`src/rtl/pwm3_pkg.sv`:
```
package pwm3_pkg;
  localparam int NLEG = 3;

  // LEAD: counter moves towards the period centre; TRAIL: moves away
  typedef enum logic {
    HALF_LEAD  = 1'b0,
    HALF_TRAIL = 1'b1
  } half_e;
endpackage

```
`src/rtl/pwm3_sweep.sv`:
```
module pwm3_sweep
  import pwm3_pkg::*;
#(
  parameter int CW = 12
) (
  input  logic          clk,
  input  logic          rst_n,
  input  logic [CW-1:0] period_in,
  output logic [CW-1:0] cnt,
  output half_e         half,
  output logic [CW-1:0] p_act,
  output logic          run,
  output logic          ld_full,
  output logic          ld_mid
);
  localparam logic [CW-1:0] ONE = CW'(1);

  logic [CW-1:0] cnt_q, cnt_d, p_q, p_d, p_new;
  half_e         half_q, half_d;
  logic          run_q, run_d;
  logic          at_end, at_mid;

  assign p_new  = (period_in == '0) ? ONE : period_in;
  assign at_end = run_q ? (half_q == HALF_TRAIL && cnt_q == p_q - ONE) : 1'b1;
  assign at_mid = run_q && half_q == HALF_LEAD && cnt_q == '0;

  always_comb begin
    cnt_d  = cnt_q;
    half_d = half_q;
    p_d    = p_q;
    run_d  = run_q;
    if (at_end) begin
      cnt_d  = p_new - ONE;
      half_d = HALF_LEAD;
      p_d    = p_new;
      run_d  = 1'b1;
    end else if (at_mid) begin
      cnt_d  = '0;
      half_d = HALF_TRAIL;
    end else if (half_q == HALF_LEAD) begin
      cnt_d  = cnt_q - ONE;
    end else begin
      cnt_d  = cnt_q + ONE;
    end
  end

  always_ff @(posedge clk or negedge rst_n) begin
    if (!rst_n) begin
      cnt_q  <= '0;
      half_q <= HALF_TRAIL;
      p_q    <= ONE;
      run_q  <= 1'b0;
    end else begin
      cnt_q  <= cnt_d;
      half_q <= half_d;
      run_q  <= run_d;
      if (at_end) p_q <= p_d;
    end
  end

  assign cnt     = cnt_q;
  assign half    = half_q;
  assign p_act   = p_q;
  assign run     = run_q;
  assign ld_full = at_end;
  assign ld_mid  = at_mid;

  // the sweep never leaves the programmed half length
  a_r2_cnt_bound: assert property (@(posedge clk) disable iff (!rst_n)
    run_q |-> (cnt_q < p_q));
  // a period start and a midpoint never coincide
  a_r2_one_strobe: assert property (@(posedge clk) disable iff (!rst_n)
    !(ld_full && ld_mid));
endmodule

```
`src/rtl/pwm3_leg.sv`:
```
module pwm3_leg #(
  parameter int CW = 12
) (
  input  logic          clk,
  input  logic          rst_n,
  input  logic          run,
  input  logic          ld_duty,
  input  logic [CW-1:0] duty_in,
  input  logic [CW-1:0] cnt,
  input  logic [CW-1:0] p_act,
  input  logic [CW-1:0] dt_act,
  input  logic [CW-1:0] mp_act,
  output logic          hi,
  output logic          lo
);
  localparam int W = CW + 2;

  logic [CW-1:0] duty_q;
  logic [W-1:0]  d_w, t_w, m_w, p_w, c_w;
  logic [W-1:0]  hi_on, lo_edge, lo_on;
  logic          hi_d, lo_d, hi_q, lo_q;

  assign d_w = {2'b00, duty_q};
  assign t_w = {2'b00, dt_act};
  assign m_w = {2'b00, mp_act};
  assign p_w = {2'b00, p_act};
  assign c_w = {2'b00, cnt};

  always_comb begin
    hi_on   = (d_w > t_w) ? (d_w - t_w) : '0;
    lo_edge = d_w + t_w;
    lo_on   = (p_w > lo_edge) ? (p_w - lo_edge) : '0;
    if (hi_on < m_w) begin
      hi_d = 1'b0;
      lo_d = 1'b1;
    end else if (lo_on < m_w) begin
      hi_d = 1'b1;
      lo_d = 1'b0;
    end else begin
      hi_d = (c_w < hi_on);
      lo_d = (c_w >= lo_edge);
    end
  end

  always_ff @(posedge clk or negedge rst_n) begin
    if (!rst_n) begin
      duty_q <= '0;
      hi_q   <= 1'b0;
      lo_q   <= 1'b0;
    end else begin
      if (ld_duty) duty_q <= duty_in;
      hi_q <= run & hi_d;
      lo_q <= run & lo_d;
    end
  end

  assign hi = hi_q;
  assign lo = lo_q;

  // both switches of one pair are never driven on together
  a_r4_pair_exclusive: assert property (@(posedge clk) disable iff (!rst_n)
    !(hi_q && lo_q));
endmodule

```
`src/rtl/pwm3_timing_unit.sv`:
```
module pwm3_timing_unit
  import pwm3_pkg::*;
#(
  parameter int CW = 12
) (
  input  logic            clk,
  input  logic            rst_n,
  input  logic            dbl_mode,
  input  logic [CW-1:0]   half_len,
  input  logic [CW-1:0]   dead_len,
  input  logic [CW-1:0]   min_len,
  input  logic [CW-1:0]   duty_a,
  input  logic [CW-1:0]   duty_b,
  input  logic [CW-1:0]   duty_c,
  output logic [NLEG-1:0] hi_out,
  output logic [NLEG-1:0] lo_out,
  output logic            period_sync,
  output logic            mid_strobe
);
  logic          rst_meta, rst_sync;
  logic [CW-1:0] cnt, p_act;
  half_e         half;
  logic          run, ld_full, ld_mid, ld_duty;
  logic [CW-1:0] dt_q, mp_q;
  logic          dbl_q, sync_q, mid_q, sync_d, mid_d;
  logic [CW-1:0] duty_arr [NLEG];

  // asynchronous assertion, synchronous release
  always_ff @(posedge clk or negedge rst_n) begin
    if (!rst_n) begin
      rst_meta <= 1'b0;
      rst_sync <= 1'b0;
    end else begin
      rst_meta <= 1'b1;
      rst_sync <= rst_meta;
    end
  end

  pwm3_sweep #(.CW(CW)) u_sweep (
    .clk      (clk),
    .rst_n    (rst_sync),
    .period_in(half_len),
    .cnt      (cnt),
    .half     (half),
    .p_act    (p_act),
    .run      (run),
    .ld_full  (ld_full),
    .ld_mid   (ld_mid)
  );

  assign ld_duty = ld_full | (ld_mid & dbl_q);
  assign sync_d  = run && half == HALF_LEAD  && cnt == p_act - CW'(1);
  assign mid_d   = run && half == HALF_TRAIL && cnt == '0;

  always_ff @(posedge clk or negedge rst_sync) begin
    if (!rst_sync) begin
      dt_q   <= '0;
      mp_q   <= '0;
      dbl_q  <= 1'b0;
      sync_q <= 1'b0;
      mid_q  <= 1'b0;
    end else begin
      if (ld_full) begin
        dt_q  <= dead_len;
        mp_q  <= min_len;
        dbl_q <= dbl_mode;
      end
      sync_q <= sync_d;
      mid_q  <= mid_d;
    end
  end

  assign duty_arr[0] = duty_a;
  assign duty_arr[1] = duty_b;
  assign duty_arr[2] = duty_c;

  for (genvar k = 0; k < NLEG; k++) begin : g_leg
    pwm3_leg #(.CW(CW)) u_leg (
      .clk    (clk),
      .rst_n  (rst_sync),
      .run    (run),
      .ld_duty(ld_duty),
      .duty_in(duty_arr[k]),
      .cnt    (cnt),
      .p_act  (p_act),
      .dt_act (dt_q),
      .mp_act (mp_q),
      .hi     (hi_out[k]),
      .lo     (lo_out[k])
    );
  end

  assign period_sync = sync_q;
  assign mid_strobe  = mid_q;

  // the sync pulse is a single cycle wide
  a_r2_sync_single: assert property (@(posedge clk) disable iff (!rst_sync)
    period_sync |=> !period_sync);
  // sync and midpoint strobe are never high together
  a_r2_sync_mid_apart: assert property (@(posedge clk) disable iff (!rst_sync)
    !(period_sync && mid_strobe));
  // outputs stay quiet until the sweep is running
  a_r1_idle_until_run: assert property (@(posedge clk) disable iff (!rst_sync)
    !run |=> (hi_out == '0 && lo_out == '0 && !period_sync && !mid_strobe));
endmodule

```
`config.mk`:
```
export PLATFORM = sky130hd
export DESIGN_NAME = pwm3_timing_unit
export DESIGN_NICKNAME = d
export VERILOG_FILES = /design/src/rtl/pwm3_pkg.sv /design/src/rtl/pwm3_sweep.sv /design/src/rtl/pwm3_leg.sv /design/src/rtl/pwm3_timing_unit.sv
export SDC_FILE = /design/constraint.sdc
export NUM_CORES = 1
export LEC_CHECK = 0
export BUFFER_PORTS_ARGS = -buffer_cell sky130_fd_sc_hd__buf_2
export CAP_MARGIN = 10
export CORE_ASPECT_RATIO = 1.2
export CORE_MARGIN = 5
export CORE_UTILIZATION = 55
export CTS_CLUSTER_SIZE = 12
export DETAILED_ROUTE_END_ITERATION = 10
export GPL_TIMING_DRIVEN = 0
export HOLD_SLACK_MARGIN = 0.15
export PLACE_DENSITY_LB_ADDON = 0.08
export SYNTH_ARGS = -nofsm -noshare
export SYNTH_HDL_FRONTEND = slang
export SYNTH_HIERARCHICAL = 1
export SYNTH_SLANG_ARGS = --single-unit
```
`constraint.sdc`:
```
create_clock -name clk -period 2.75 [get_ports clk]
set_input_delay 0.275 -clock clk [delete_from_list [all_inputs] [get_ports clk]]
set_output_delay 0.275 -clock clk [all_outputs]
set_load 0.05 [all_outputs]
```
==> impl_metrics.py <==
metrics = {
    "routing": {
        "drt-total-wl_um": 48250,
        "vias": 13750,
        "drt_first_pass_iters": 5,
        "via_per_inst": 6.098,
        "drt-wirelength-per-cell_um": 21.41,
        "drc": 0,
        "drt_iter0_drc": 1003,
        "ant_nets": 0,
    },
    "run_status": {
        "status": "finished with violations",
        "violations": "negative setup slack",
    },
    "placed_design": {
        "hpwl_um": 33010,
        "numPortBuffers": 82,
        "pre_cts_slack_ns": -3.902,
        "gp_congestion": 0.9361,
        "placedCellCount": 2085,
    },
    "yosys": {
        "synth_edf_count": 0,
        "syn_avg_cell_area_um2": 8.495,
        "synth_area_mm2": 0.01420,
        "netlist_instances": 1672,
        "ys.flop_type": "dfrtp_1",
        "yosysSeqAreaShare": 0.1711,
        "syn_nets": 2001,
        "yosys_warnings": 6,
        "ys_types": 107,
        "async_flop_share": 1.000,
        "synth-seq-cells": 97,
    },
    "clocking": {
        "numCtsBuffers": 9,
        "cts_buffer_depth": 2,
        "cts_tree": "built",
        "clk_pin_slew_worst_paths_ns": 0.09,
        "cts_sinks": 97,
        "clockRootBuffer": "clkbuf_16",
        "clk_latency_ns": 0.38,
        "htreeDepth": 3,
    },
    "layout": {
        "syn_to_final_growth_pct": 25.34,
        "nets": 2248,
        "drive_above_1_share": 0.2380,
        "diodes": 0,
        "fin_cells": 2254,
        "seqCellArea_mm2": 0.002472,
        "n_fill_cell": 1991,
        "multi_input_area_mm2": 0.01162,
    },
    "global_route": {
        "grt_use_met1": 0.3819,
        "gr-usage-all-layers": 0.3184,
        "use_met2": 0.5493,
        "grt-busiest-layer": "met2",
        "grt_remaining_overflow": 0,
        "antenna_found_initial": 0,
        "grt_first_pass_wirelength_um": 71940,
        "met3_usage": 0.04535,
        "grt_max_degree": 54,
        "grt_pass1_vias": 13680,
    },
    "sta": {
        "grt_setup_unrepaired": "yes",
        "final.min_clock_period_ns": 6.068,
        "tns_ns": -65.52,
        "setup_slack_ns": -3.318,
        "skew_ns": 0.01290,
        "finalHoldViolCount": 0,
        "drv_slew": 0,
        "finalCritPeriodShare": 2.206,
        "fmax_mhz": 164.8,
        "whs_ns": 0.1593,
        "slew_headroom": 0.3219,
        "setup_viol": 93,
        "tightest_slew_ns": 1.017,
    },
    "setup_path": {
        "crit_arrival_ns": 6.33,
        "cp_max_fo": 4,
        "r2r_start": "dt_q[8]",
        "worst_setup_path_startpoint": "dt_q[8]",
        "crit_type": "reg2reg",
        "cpMaxStageDelayCell": "dfrtp_2",
        "endpoint_kind": "flop",
        "cp.required_ns": 3.01,
        "start_kind": "flop",
        "slowest_delay_ns": 0.49,
        "cpMostUsedCell": "a21oi_2",
        "rr_worst_depth": 33,
    },
    "min_path": {
        "min-delay-start": "half_len[7]",
        "min_path_type": "in2reg",
        "min_path_cells": 2,
    },
    "power_and_ir_drop": {
        "irDropWorstVdd_uv": 469.3,
        "power.density_mw_per_mm2": 793.5,
        "power.leakage_nw": 8.508,
    },
    "floorplan": {
        "core_mm2": 0.02546,
        "io_pins": 83,
        "die_h_um": 186.0,
        "dieArea_mm2": 0.02915,
        "start_util": 0.5578,
        "chipWidth_um": 156.7,
        "rows": 64,
    },
    "job": {
        "drv_cap": 0,
    },
}
[routing by layer]
metal | vias to the layer above | routed length (um)
met5 | - | 0
met3 | 134 | 2773
met4 | 0 | 3219
met2 | 440 | 22820
li1 | 6542 | -
met1 | 6630 | 19440
[placed cells by master (no fill, tap or decap), types with 17 or more instances in the layout]
cell type	synthesis	routed
nand2_1	98	96
dlygate4sd3_1	0	56
o21ai_0	64	57
o21bai_1	25	23
o21a_1	26	26
mux2i_1	18	18
xor2_1	34	34
buf_2	16	90
buf_4	3	75
dfrtp_1	95	74
buf_6	7	19
xnor2_1	87	81
a21o_1	44	43
nor3_1	38	34
mux2_4	0	44
nand2b_1	18	17
nand3_1	21	19
nor2b_1	30	29
nand4_1	30	30
a21oi_1	112	100
inv_1	171	164
ha_1	244	234
nor2_1	133	127
[worst paths after layout]
check                                      endpoint  slack, ns
max                               g_leg[2].u_leg/lo      -3.32
min                                u_sweep/p_act[7]       0.16
max reg2reg                       g_leg[2].u_leg/lo      -3.32
min reg2reg                g_leg[2].u_leg/duty_q[7]       0.36
max in group asynchronous          u_sweep/p_act[0]       1.65
min in group asynchronous                  rst_meta       0.22
[registers in the layout, summed over array words and instances, names as in the netlist]
name and flops:
u_sweep/p_act 12, g_leg.u_leg/lo 3, dt_q 12, mid_strobe 1, g_leg.u_leg/hi 3, mp_q 12, dbl_q 1, u_sweep/half 1
g_leg.u_leg/duty_q 36, rst_sync 1, rst_meta 1, u_sweep/cnt 12, period_sync 1, u_sweep/run 1
[critical path, delay by kind of cell (launching register included)]
family | cells | cell delay (ns)
AOI/OAI and AO/OA | 14 | 2.22
buffers and inverters | 6 | 0.73
DFF | 1 | 0.49
xor gates and xnor gates | 1 | 0.15
and+or+nand+nor | 9 | 1.52
adders and majority gates | 3 | 0.85
[cell families after synthesis]
| group | count (synthesis) | share of synthesized area |
|---|---|---|
| AOI/OAI and AO/OA | 422 | 0.2111 |
| adders and majority gates | 265 | 0.2377 |
| DFF | 97 | 0.1711 |
| and+or+nand+nor | 463 | 0.1718 |
| buffers and inverters | 214 | 0.06246 |
| xor gates and xnor gates | 124 | 0.07963 |
| other | 2 | 0.0005287 |
| muxes | 85 | 0.06580 |
[cell usage after synthesis, types with 7 or more instances]
library cell / n / share of area
a2111oi_0: 10 / 0.0062
a211o_1: 12 / 0.0074
a211oi_1: 20 / 0.011
a21o_1: 44 / 0.023
a21oi_1: 112 / 0.039
buf_2: 16 / 0.0056
buf_6: 7 / 0.0055
clkbuf_1: 12 / 0.0032
dfrtp_1: 95 / 0.17
fa_1: 10 / 0.014
ha_1: 244 / 0.21
inv_1: 171 / 0.045
mux2_1: 9 / 0.0071
mux2_2: 58 / 0.046
mux2i_1: 18 / 0.013
nand2_1: 98 / 0.026
nand2b_1: 18 / 0.0079
nand3_1: 21 / 0.0074
nand4_1: 30 / 0.013
nor2_1: 133 / 0.035
nor2b_1: 30 / 0.013
nor3_1: 38 / 0.013
nor4_1: 13 / 0.0057
o21a_1: 26 / 0.014
o21ai_0: 64 / 0.023
o21bai_1: 25 / 0.013
o31ai_1: 11 / 0.0058
or3_1: 13 / 0.0057
xnor2_1: 87 / 0.054
xor2_1: 34 / 0.021
[metrics by stage]
stage	power, mW	util	area, um2
floorplan	9.079	-	14380
global route	15.25	0.6991	17800
detailed placement	11.30	0.5982	15230
global placement	11.05	0.5970	15200
CTS	13.42	0.6684	17020
finish	14.13	0.6991	17800
[final cells by class]
class | instances | area share
multi-input cells | 1361 | 0.6527
flip-flops and latches | 97 | 0.1389
repair buffers | 236 | 0.1090
inverters | 174 | 0.03760
well taps | 330 | 0.02319
plain buffers | 40 | 0.02193
clock buffers | 9 | 0.01265
clock inverters | 7 | 0.004006
[what timing repair did]
item	CTS	global route
setup buffers	63	35
pin swaps	72	58
endpoints found under the setup margin	92	93
hold buffers	56	0
gates resized for setup	95	113
endpoints found under the hold margin	57	0
[power by group]
part | internal, mW | leakage (nW) | switching (mW)
Sequential | 1.65 | 1.12 | 0.960
Combinational | 4.75 | 7.24 | 5.41
Clock | 0.644 | 0.144 | 0.711
Total | 7.05 | 8.51 | 7.08
Note: power is estimated with default switching activity, not from simulation.
